### src/rtl/sgl_pkg.sv
`timescale 1ns/1ps
package sgl_pkg;
    localparam int ADDR_W      = 64;
    localparam int LEN_W       = 32;
    localparam int FLAG_W      = 32;
    localparam int ENTRY_BYTES = 16;

    typedef struct packed {
        logic [ADDR_W-1:0] addr;
        logic [LEN_W-1:0]  len;
        logic [FLAG_W-1:0] flags;
    } sgl_entry_t;

    typedef enum logic [2:0] {
        BUF_HOLD,
        BUF_CHAIN,
        BUF_PUT,
        BUF_GROW,
        BUF_SHIFT
    } buf_op_e;

    typedef enum logic [2:0] {
        S_IDLE,
        S_OPEN,
        S_TAKE,
        S_FLUSH,
        S_SHIFT,
        S_DRAIN,
        S_DONE
    } sgl_state_e;
endpackage

### src/rtl/sgl_stage_buf.sv
`timescale 1ns/1ps
module sgl_stage_buf
    import sgl_pkg::*;
#(
    parameter int SLOTS = 8,
    localparam int IW   = $clog2(SLOTS)
) (
    input  logic             clk,
    input  logic             rst_n,
    input  buf_op_e          op,
    input  logic [IW-1:0]    idx,
    input  sgl_entry_t       ent_in,
    input  logic [LEN_W-1:0] grow_len,
    input  logic [IW-1:0]    rd_idx,
    output sgl_entry_t       rd_ent
);
    sgl_entry_t slot_q [SLOTS];

    for (genvar gi = 0; gi < SLOTS; gi++) begin : g_slot
        sgl_entry_t q;
        sgl_entry_t above;
        if (gi < SLOTS - 1) begin : g_mid
            assign above = slot_q[gi+1];
        end else begin : g_top
            assign above = '0;
        end

        always_ff @(posedge clk or negedge rst_n) begin
            if (!rst_n) begin
                q <= '0;
            end else begin
                unique case (op)
                    BUF_CHAIN: if (gi == 0) q <= ent_in;
                    BUF_PUT:   if (IW'(gi) == idx) q <= ent_in;
                    BUF_GROW:  if (IW'(gi) == idx) q.len <= q.len + grow_len;
                    BUF_SHIFT: begin
                        if (IW'(gi) == idx)     q <= ent_in;
                        else if (IW'(gi) < idx) q <= above;
                    end
                    default: ;
                endcase
            end
        end

        assign slot_q[gi] = q;
    end

    assign rd_ent = slot_q[rd_idx];
endmodule

### src/rtl/sgl_piece_calc.sv
`timescale 1ns/1ps
module sgl_piece_calc
    import sgl_pkg::*;
#(
    parameter int PGW = 16
) (
    input  logic [ADDR_W-1:0] pg_addr,
    input  logic [PGW-1:0]    pg_idx,
    input  logic [PGW-1:0]    pg_total,
    input  logic              first_bnc_en,
    input  logic [ADDR_W-1:0] first_bnc,
    input  logic              last_bnc_en,
    input  logic [ADDR_W-1:0] last_bnc,
    input  logic [LEN_W-1:0]  offs,
    input  logic [LEN_W-1:0]  remain,
    input  logic [LEN_W-1:0]  pg_size,
    input  logic [ADDR_W-1:0] prev_end,
    input  logic              prev_ok,
    output logic [ADDR_W-1:0] daddr,
    output logic [LEN_W-1:0]  piece,
    output logic              merge
);
    logic [LEN_W-1:0] room;
    logic             is_first;
    logic             is_last;

    always_comb begin
        room     = pg_size - offs;
        piece    = (remain < room) ? remain : room;
        is_first = (pg_idx == '0);
        is_last  = (pg_idx == pg_total - PGW'(1));
        if (is_first && first_bnc_en)
            daddr = first_bnc + ADDR_W'(offs);
        else if (is_last && last_bnc_en)
            daddr = last_bnc;
        else
            daddr = pg_addr + ADDR_W'(offs);
        merge = prev_ok && (prev_end == daddr);
    end
endmodule

### src/rtl/sgl_chain_builder.sv
`timescale 1ns/1ps
module sgl_chain_builder
    import sgl_pkg::*;
#(
    parameter int SLOTS     = 8,
    parameter int PGW       = 16,
    parameter int BLKW      = 24,
    parameter int FLG_DATA  = 0,
    parameter int FLG_CHAIN = 1,
    parameter int FLG_END   = 2
) (
    input  logic              clk,
    input  logic              rst_n,
    input  logic              start,
    input  logic [63:0]       cfg_base,
    input  logic [31:0]       cfg_page_size,
    input  logic [31:0]       cfg_first_offs,
    input  logic [31:0]       cfg_total,
    input  logic [PGW-1:0]    cfg_pages,
    input  logic              cfg_first_bnc_en,
    input  logic [63:0]       cfg_first_bnc,
    input  logic              cfg_last_bnc_en,
    input  logic [63:0]       cfg_last_bnc,
    input  logic              pg_valid,
    output logic              pg_ready,
    input  logic [63:0]       pg_addr,
    output logic              wr_valid,
    input  logic              wr_ready,
    output logic [63:0]       wr_addr,
    output logic [127:0]      wr_data,
    output logic              busy,
    output logic              done
);
    localparam int IW        = $clog2(SLOTS);
    localparam int CW        = $clog2(SLOTS + 1);
    localparam int BLK_BYTES = SLOTS * ENTRY_BYTES;
    localparam int BLK_SH    = $clog2(BLK_BYTES);
    localparam int ENT_SH    = $clog2(ENTRY_BYTES);

    sgl_state_e state_q, state_d;

    logic [ADDR_W-1:0] base_q, fb_q, lb_q, prev_end_q;
    logic [LEN_W-1:0]  psz_q, remain_q, offs_q;
    logic [PGW-1:0]    pages_q, p_q;
    logic              fbe_q, lbe_q, prev_ok_q;
    logic [CW-1:0]     j_q;
    logic [BLKW-1:0]   blk_q;
    logic [IW-1:0]     last_q, wr_idx_q;

    logic [ADDR_W-1:0] daddr;
    logic [LEN_W-1:0]  piece;
    logic              merge;
    logic              full;
    logic              take;
    logic              wr_hs;

    buf_op_e           op;
    logic [IW-1:0]     op_idx;
    sgl_entry_t        ent_in;
    sgl_entry_t        rd_ent;

    sgl_piece_calc #(.PGW(PGW)) u_piece (
        .pg_addr      (pg_addr),
        .pg_idx       (p_q),
        .pg_total     (pages_q),
        .first_bnc_en (fbe_q),
        .first_bnc    (fb_q),
        .last_bnc_en  (lbe_q),
        .last_bnc     (lb_q),
        .offs         (offs_q),
        .remain       (remain_q),
        .pg_size      (psz_q),
        .prev_end     (prev_end_q),
        .prev_ok      (prev_ok_q),
        .daddr        (daddr),
        .piece        (piece),
        .merge        (merge)
    );

    sgl_stage_buf #(.SLOTS(SLOTS)) u_buf (
        .clk      (clk),
        .rst_n    (rst_n),
        .op       (op),
        .idx      (op_idx),
        .ent_in   (ent_in),
        .grow_len (piece),
        .rd_idx   (wr_idx_q),
        .rd_ent   (rd_ent)
    );

    assign full  = (j_q == CW'(SLOTS));
    assign wr_hs = wr_valid && wr_ready;
    assign take  = pg_valid && pg_ready;

    // state register
    always_ff @(posedge clk or negedge rst_n) begin
        if (!rst_n) state_q <= S_IDLE;
        else        state_q <= state_d;
    end

    // outputs and next state
    always_comb begin
        state_d  = state_q;
        pg_ready = 1'b0;
        wr_valid = 1'b0;
        op       = BUF_HOLD;
        op_idx   = '0;
        ent_in   = '0;
        unique case (state_q)
            S_IDLE: begin
                if (start) state_d = S_OPEN;
            end
            S_OPEN: begin
                op           = BUF_CHAIN;
                ent_in.addr  = base_q + ((ADDR_W'(blk_q) + ADDR_W'(1)) << BLK_SH);
                ent_in.len   = LEN_W'(BLK_BYTES);
                ent_in.flags = FLAG_W'(FLG_CHAIN);
                state_d      = (p_q == pages_q) ? S_SHIFT : S_TAKE;
            end
            S_TAKE: begin
                pg_ready = !(full && !merge);
                if (pg_valid) begin
                    if (full && !merge) begin
                        state_d = S_FLUSH;
                    end else begin
                        op           = merge ? BUF_GROW : BUF_PUT;
                        op_idx       = merge ? last_q : j_q[IW-1:0];
                        ent_in.addr  = daddr;
                        ent_in.len   = piece;
                        ent_in.flags = FLAG_W'(FLG_DATA);
                        if ((p_q + PGW'(1)) == pages_q) state_d = S_SHIFT;
                    end
                end
            end
            S_FLUSH: begin
                wr_valid = 1'b1;
                if (wr_ready && wr_idx_q == IW'(SLOTS - 1)) state_d = S_OPEN;
            end
            S_SHIFT: begin
                op           = BUF_SHIFT;
                op_idx       = IW'(j_q - CW'(1));
                ent_in.addr  = '0;
                ent_in.len   = '0;
                ent_in.flags = FLAG_W'(FLG_END);
                state_d      = S_DRAIN;
            end
            S_DRAIN: begin
                wr_valid = 1'b1;
                if (wr_ready && wr_idx_q == IW'(j_q - CW'(1))) state_d = S_DONE;
            end
            S_DONE: begin
                state_d = S_IDLE;
            end
            default: state_d = S_IDLE;
        endcase
    end

    assign busy    = (state_q != S_IDLE);
    assign done    = (state_q == S_DONE);
    assign wr_addr = base_q + (ADDR_W'(blk_q) << BLK_SH) + (ADDR_W'(wr_idx_q) << ENT_SH);
    assign wr_data = {rd_ent.addr, rd_ent.len, rd_ent.flags};

    // datapath registers
    always_ff @(posedge clk or negedge rst_n) begin
        if (!rst_n) begin
            base_q     <= '0;
            fb_q       <= '0;
            lb_q       <= '0;
            prev_end_q <= '0;
            psz_q      <= '0;
            remain_q   <= '0;
            offs_q     <= '0;
            pages_q    <= '0;
            p_q        <= '0;
            fbe_q      <= 1'b0;
            lbe_q      <= 1'b0;
            prev_ok_q  <= 1'b0;
            j_q        <= '0;
            blk_q      <= '0;
            last_q     <= '0;
            wr_idx_q   <= '0;
        end else begin
            unique case (state_q)
                S_IDLE: begin
                    if (start) begin
                        base_q    <= cfg_base;
                        psz_q     <= cfg_page_size;
                        offs_q    <= cfg_first_offs;
                        remain_q  <= cfg_total;
                        pages_q   <= cfg_pages;
                        fbe_q     <= cfg_first_bnc_en;
                        fb_q      <= cfg_first_bnc;
                        lbe_q     <= cfg_last_bnc_en;
                        lb_q      <= cfg_last_bnc;
                        p_q       <= '0;
                        blk_q     <= '0;
                        j_q       <= '0;
                        prev_ok_q <= 1'b0;
                        wr_idx_q  <= '0;
                    end
                end
                S_OPEN: begin
                    j_q <= CW'(1);
                end
                S_TAKE: begin
                    if (take) begin
                        p_q        <= p_q + PGW'(1);
                        remain_q   <= remain_q - piece;
                        offs_q     <= '0;
                        prev_end_q <= daddr + ADDR_W'(piece);
                        prev_ok_q  <= 1'b1;
                        if (!merge) begin
                            last_q <= j_q[IW-1:0];
                            j_q    <= j_q + CW'(1);
                        end
                    end
                    wr_idx_q <= '0;
                end
                S_FLUSH: begin
                    if (wr_hs) begin
                        wr_idx_q <= wr_idx_q + IW'(1);
                        if (wr_idx_q == IW'(SLOTS - 1)) blk_q <= blk_q + BLKW'(1);
                    end
                end
                S_SHIFT: begin
                    wr_idx_q <= '0;
                end
                S_DRAIN: begin
                    if (wr_hs) wr_idx_q <= wr_idx_q + IW'(1);
                end
                default: ;
            endcase
        end
    end
endmodule

### config.mk
export PLATFORM = sky130hd
export DESIGN_NAME = sgl_chain_builder
export DESIGN_NICKNAME = d
export VERILOG_FILES = /design/src/rtl/sgl_pkg.sv /design/src/rtl/sgl_stage_buf.sv /design/src/rtl/sgl_piece_calc.sv /design/src/rtl/sgl_chain_builder.sv
export SDC_FILE = /design/constraint.sdc
export NUM_CORES = 2
export LEC_CHECK = 0
export ABC_AREA = 1
export BUFFER_PORTS_ARGS = -buffer_cell sky130_fd_sc_hd__buf_2
export CORE_MARGIN = 4
export CORE_UTILIZATION = 40
export CTS_BUF_LIST = sky130_fd_sc_hd__clkbuf_16
export CTS_CLUSTER_DIAMETER = 60
export CTS_CLUSTER_SIZE = 40
export DETAILED_ROUTE_END_ITERATION = 7
export GPL_TIMING_DRIVEN = 0
export SYNTH_ARGS = -nofsm -noshare
export SYNTH_HDL_FRONTEND = slang
export SYNTH_SLANG_ARGS = --single-unit
### constraint.sdc
create_clock -name clk -period 24.7 [get_ports clk]
set_clock_uncertainty 0.15 [all_clocks]
set_input_delay 3.705 -clock clk [delete_from_list [all_inputs] [get_ports clk]]
set_output_delay 3.705 -clock clk [all_outputs]
set_load 0.01 [all_outputs]
======== Word level (Yosys, flattened, before mapping) ========
Index checks and enable logic that the tools add are counted.
storage, ports and cells
  register bits ........................... 1448
  input port bits ......................... 375
  output and inout bits ................... 196
  logic and storage cells ................. 286
operators by class
  add/sub/neg operators ................... 23
  $lt $le $gt $ge ......................... 10
  equality and inequality tests ........... 58
  muxes and demuxes ....................... 106
  bitwise gates (word level) .............. 1
  reduce and logical (&&, ||, !) cells .... 47
operator list
  cell                                           count
  two-way mux 128 bit                            28
  one-hot mux 64 bit (2 select lines)            7
  one-hot mux 32 bit (3 select lines)            8
  one-hot mux 32 bit (2 select lines)            9
  two-way mux 32 bit                             13
  binary-select mux 128 bit (select 3 bit)       1
  one-hot mux 128 bit (3 select lines)           1
  adder 32 bit                                   8
  adder 64 x 32 -> 64 bit                        4
  one-hot mux 64 bit (3 select lines)            1
  two-way mux 64 bit                             2
  one-hot mux 32 bit (4 select lines)            1
  two-way mux 24 bit                             3
  adder 64 x 31 -> 64 bit                        1
  adder 64 x 7 -> 64 bit                         1
  == test 64 bit                                 1
  subtractor 32 bit                              2
  == test 16 bit                                 3
  one-hot mux 24 bit (2 select lines)            1
  AND reduction 4 bit                            10
  two-way mux 3 bit                              12
  != test 2 x 1 -> 1 bit, second input constant  17
  less-than comparator 32 bit                    1
  two-way mux 16 bit                             2
  other kinds (43)                               108

======== Logic depth before layout (Yosys ltp) ========
  depth after elaboration ................. 16
  mapped depth ............................ 54
  gate-level depth less buffers ........... 53

======== Cells and area by module ========
From an unflattened synthesis, not the netlist that was laid out.
unflattened totals
  cell total of the unflattened synthesis .. 18231
  area, all modules ....................... 116345.3 um^2
modules (own cells, without submodules)
  module             times used  cells an instance  area an instance (um^2)  sequential area each (um^2)
  sgl_stage_buf      1           11078              73424.2                  25624.6
  sgl_chain_builder  1           4253               28768.8                  10610.2
  sgl_piece_calc     1           2900               14152.3                  0.0

======== Worst setup path before layout ========
No wires, ideal clock.
  kind .................................... in2out
  from .................................... in pg_addr[0]
  to ...................................... out pg_ready
  data arrival time ....................... 6.417 ns
  required time ........................... 20.845 ns
  path slack .............................. 14.428 ns
  stages .................................. 28
  path buffers ............................ 0
  cells stage by stage .................... ha_1 inv_1 fa_1 inv_1 nand3_1 nand2_1 nand2_1 nand2_1 nand2_1 nand2_1 nand3_1 nand2_1 nand2_1 nand2_1 nand2_1 nand3_1 nand2_1 nand2_1 nand2_1 nor2_1 nand2_1 nor2_1 nand2_1 nor2_4 nand3_4 nand2_2 inv_1 nor2_1
on the way
  word-level cells in the longest chain between the ends .. 9
RTL lines
  item                     line                      text
  start: declaration       sgl_chain_builder.sv:26   input logic [63:0] pg_addr,
  adder 64 x 32 -> 64 bit  sgl_piece_calc.sv:37      daddr = pg_addr + ADDR_W'(offs);
  two-way mux 64 bit       sgl_piece_calc.sv:34      else if (is_last && last_bnc_en)
  two-way mux 64 bit       sgl_piece_calc.sv:32      if (is_first && first_bnc_en)
  == test 64 bit           sgl_piece_calc.sv:38      merge = prev_ok && (prev_end == daddr);
  logical AND 1 bit        sgl_piece_calc.sv:38
  logical NOT 1 bit        -
  logical AND 1 bit        sgl_chain_builder.sv:121  pg_ready = !(full && !merge);
  logical NOT 1 bit        sgl_chain_builder.sv:121
  two-way mux 1 bit        sgl_chain_builder.sv:109  unique case (state_q)
  end: declaration         sgl_chain_builder.sv:25   output logic pg_ready,
No other way between the ends.

======== Worst setup path after layout ========
  from .................................... reg wr_idx_q[1]
  to ...................................... out wr_addr[58]
on the way
  word-level cells in the longest chain between the ends .. 1
RTL lines
  item                      line                      text
  start: declaration        sgl_chain_builder.sv:48   logic [IW-1:0] last_q, wr_idx_q;
  start signal: assignment  sgl_chain_builder.sv:221  wr_idx_q <= wr_idx_q + IW'(1);
  start signal: assignment  sgl_chain_builder.sv:229  if (wr_hs) wr_idx_q <= wr_idx_q + IW'(1);
  adder 64 x 7 -> 64 bit    sgl_chain_builder.sv:160  assign wr_addr = base_q + (ADDR_W'(blk_q) << BLK_SH) + (ADDR_W'(wr_idx_q) << ENT_SH);
  end: declaration          sgl_chain_builder.sv:29   output logic [63:0] wr_addr,
No other way between the ends.

==> results_dict.tcl <==
set metrics [dict create \
    final_nets 16318 \
    setup_violations 0 \
    synth_edf_count 0 \
    ios 571 \
    timing.critical_path.buf_inv 5 \
    cts_root_buf "clkbuf_16" \
    endpoint_kind "output pin" \
    slowest_delay_ns 1.07 \
    final_area_sq_um 107000 \
    ys_top_cells_by_area "dfrtp_1, nand2_1, ha_1, o21ai_0, inv_1" \
    cp_common_cell "nand2_1" \
    hold_buffers 0 \
    synth-seq-cells 1208 \
    yosys.area.top_type_share 0.320 \
    yosysWarnings 0 \
    status "complete, but fails checks" \
    postSynthCellCount 14669 \
    route.detailed.drc 1 \
    clock_sinks 1208 \
    viasPerCell 5.67 \
    drt_pass1_iterations 8 \
    nFillCells 25570 \
    postCtsSetupBuffers 0 \
    crit_arrival_ns 10.16 \
    post_dp_cell_area_sq_um 102000 \
    fmax_mhz 71.4 \
    first_global_vias 96815 \
    gp_congestion 1.06 \
    wl_per_cell_um 25.2 \
    path_clk_slew_ns 0.08 \
    post-synth-top-area-cell "dfrtp_1" \
    hold_viol 0 \
    ant_nets 0 \
    holdWs_ns 0.322 \
    initial_core_util 0.402 \
    period_needed_ns 14.01 \
    clock_latency_ns 0.85 \
    dp.final_hpwl_mm 379 \
    antenna_found_initial 31 \
    core-area_sq_um 235000 \
    synth_cell_types 65 \
    finalSetupTns_ns 0 \
    synth_common_cells "nand2_1, inv_1, nor2_1, o21ai_0, dfrtp_1" \
    drv_slew 51 \
    numCtsBuffers 149 \
    drv_cap 7 \
    cp_top_family "buffers and inverters" \
    timing.final.crit_share 0.567 \
    synth_seq_area_share 0.320 \
    startpoint_type "register" \
    routed_wl_mm 473 \
    worstHoldPathType "register to register" \
    critPathMaxFanout 10 \
    die_w_um 494 \
    grt_max_degree 158 \
    synth_flop_cell "dfrtp_1" \
    clock_path_buffers 3 \
    relSlewSlack -0.0319 \
    violations "design-rule violations, max-capacitance violations, max-slew violations" \
    die-area_sq_um 244000 \
    grt_usage 0.373 \
    grt_pass1_wl_mm 672 \
    required_ns 20.85 \
    grt-ovfl-total 0 \
    routed-via-count 106209 \
    final_layout_size_suffix_gt1_frac 0.0784 \
    drt_iter0_markers 13610 \
    port_buffers 540 \
    cts_resized 0 \
    tightestPinTransition_ns 1.54 \
    cp_slowest_cell "o21ai_0" \
    yosysMostFrequentCell "nand2_1" \
    cts_tree "done" \
    die_y_um 494 \
    rows 178 \
    synthArstFlopShare 1.00 \
    rsz0062_at_grt "no" \
    syn2layout_area_growth_pct 13.6 \
    path_class "register to output pin" \
    cts_max_level 4 \
    syn_area_sq_um 94600 \
    synth_area_per_cell_sq_um 6.45 \
]
==> state kept, by name, summed over array words and instances (netlist names) <==
name	count
base_q	64
blk_q	24
fb_q	64
fbe_q	1
j_q	4
last_q	3
lb_q	64
lbe_q	1
offs_q	32
p_q	16
pages_q	16
prev_end_q	64
prev_ok_q	1
psz_q	32
remain_q	32
state_q	3
u_buf.g_slot.above	686
u_buf.g_slot.q	98
wr_idx_q	3
==> placed cells by master (no fill, tap or decap), drive strengths merged, types with 64 or more instances in the layout <==
cell,instances
inv,1583
dfrtp,1208
clkbuf,498
nand4,136
ha,502
nand3,781
nor3,118
nand3b,67
buf,849
or2,64
o22ai,113
o21ai,1393
xnor2,155
a21oi,890
nor2,1360
nand2,5013
a31oi,178
xor2,225
==> path summary, 6_finish.rpt <==
path / from / to / slack (ns) / cells past startpoint
worst min register to register: u_buf.g_slot[0].q[0] / u_buf.g_slot[0].q[0] / 0.32 / 2
worst min-delay path: u_buf.g_slot[0].q[0] / u_buf.g_slot[0].q[0] / 0.32 / 2
min in group asynchronous: rst_n / base_q[7] / 2.62 / 1
worst max register to register: offs_q[0] / u_buf.g_slot[6].above[60] / 13.16 / 45
worst max-delay path: wr_idx_q[1] / wr_addr[58] / 10.69 / 25
max in group asynchronous: rst_n / u_buf.g_slot[3].above[50] / 18.30 / 6
==> area by class of cell <==
class / count / area, sq um / area share
clock buffer: 155 / 3880 / 0.0361
sequential: 1208 / 30200 / 0.281
inverter: 1537 / 5770 / 0.0537
multi-input combinational: 11338 / 56000 / 0.521
clock inverter: 121 / 1330 / 0.0124
buffer: 615 / 2790 / 0.0260
antenna: 19 / 47.5 / 0.000443
tap: 3150 / 3940 / 0.0367
timing repair buffer: 577 / 3440 / 0.0320
==> through the flow <==
| stage | setup WS, ns | cells | utilization |
|---|---|---|---|
| after global placement | -9.33 | 18388 | 0.431 |
| after global routing | 10.68 | 18709 | 0.457 |
| after CTS | 11.08 | 18700 | 0.457 |
| final | 10.69 | 18720 | 0.457 |
| after detailed placement | 11.88 | 18424 | 0.434 |
| after floorplan | 14.43 | 14698 | - |
==> kinds of logic (layout without fill, tap and decap cells) <==
family	count (synthesis)	in the layout	share of synthesized area
fa+ha+maj	517	517	0.0696
flops	1208	1208	0.320
simple gates	7594	7594	0.324
xor+xnor	380	380	0.0352
compound gates	2817	2817	0.161
buf+inv	2152	3005	0.0905
other cells	1	49	0.0000397
==> routing by layer <==
layer / global-route usage / wire length [um]
met3: 0.0896 / 51500
met5: 0 / 106
met2: 0.550 / 196000
met4: 0.178 / 27200
met1: 0.513 / 198000
==> tightest hold or removal path, stage by stage (launching register included) <==
cell and delay [ns]:
dfrtp_1 0.34, nand2_1 0.05, nand2_1 0.05
Power is left out: the tool's default activity adds up to more than one toggle a clock period on the data nets, which glitch-free logic cannot reach.
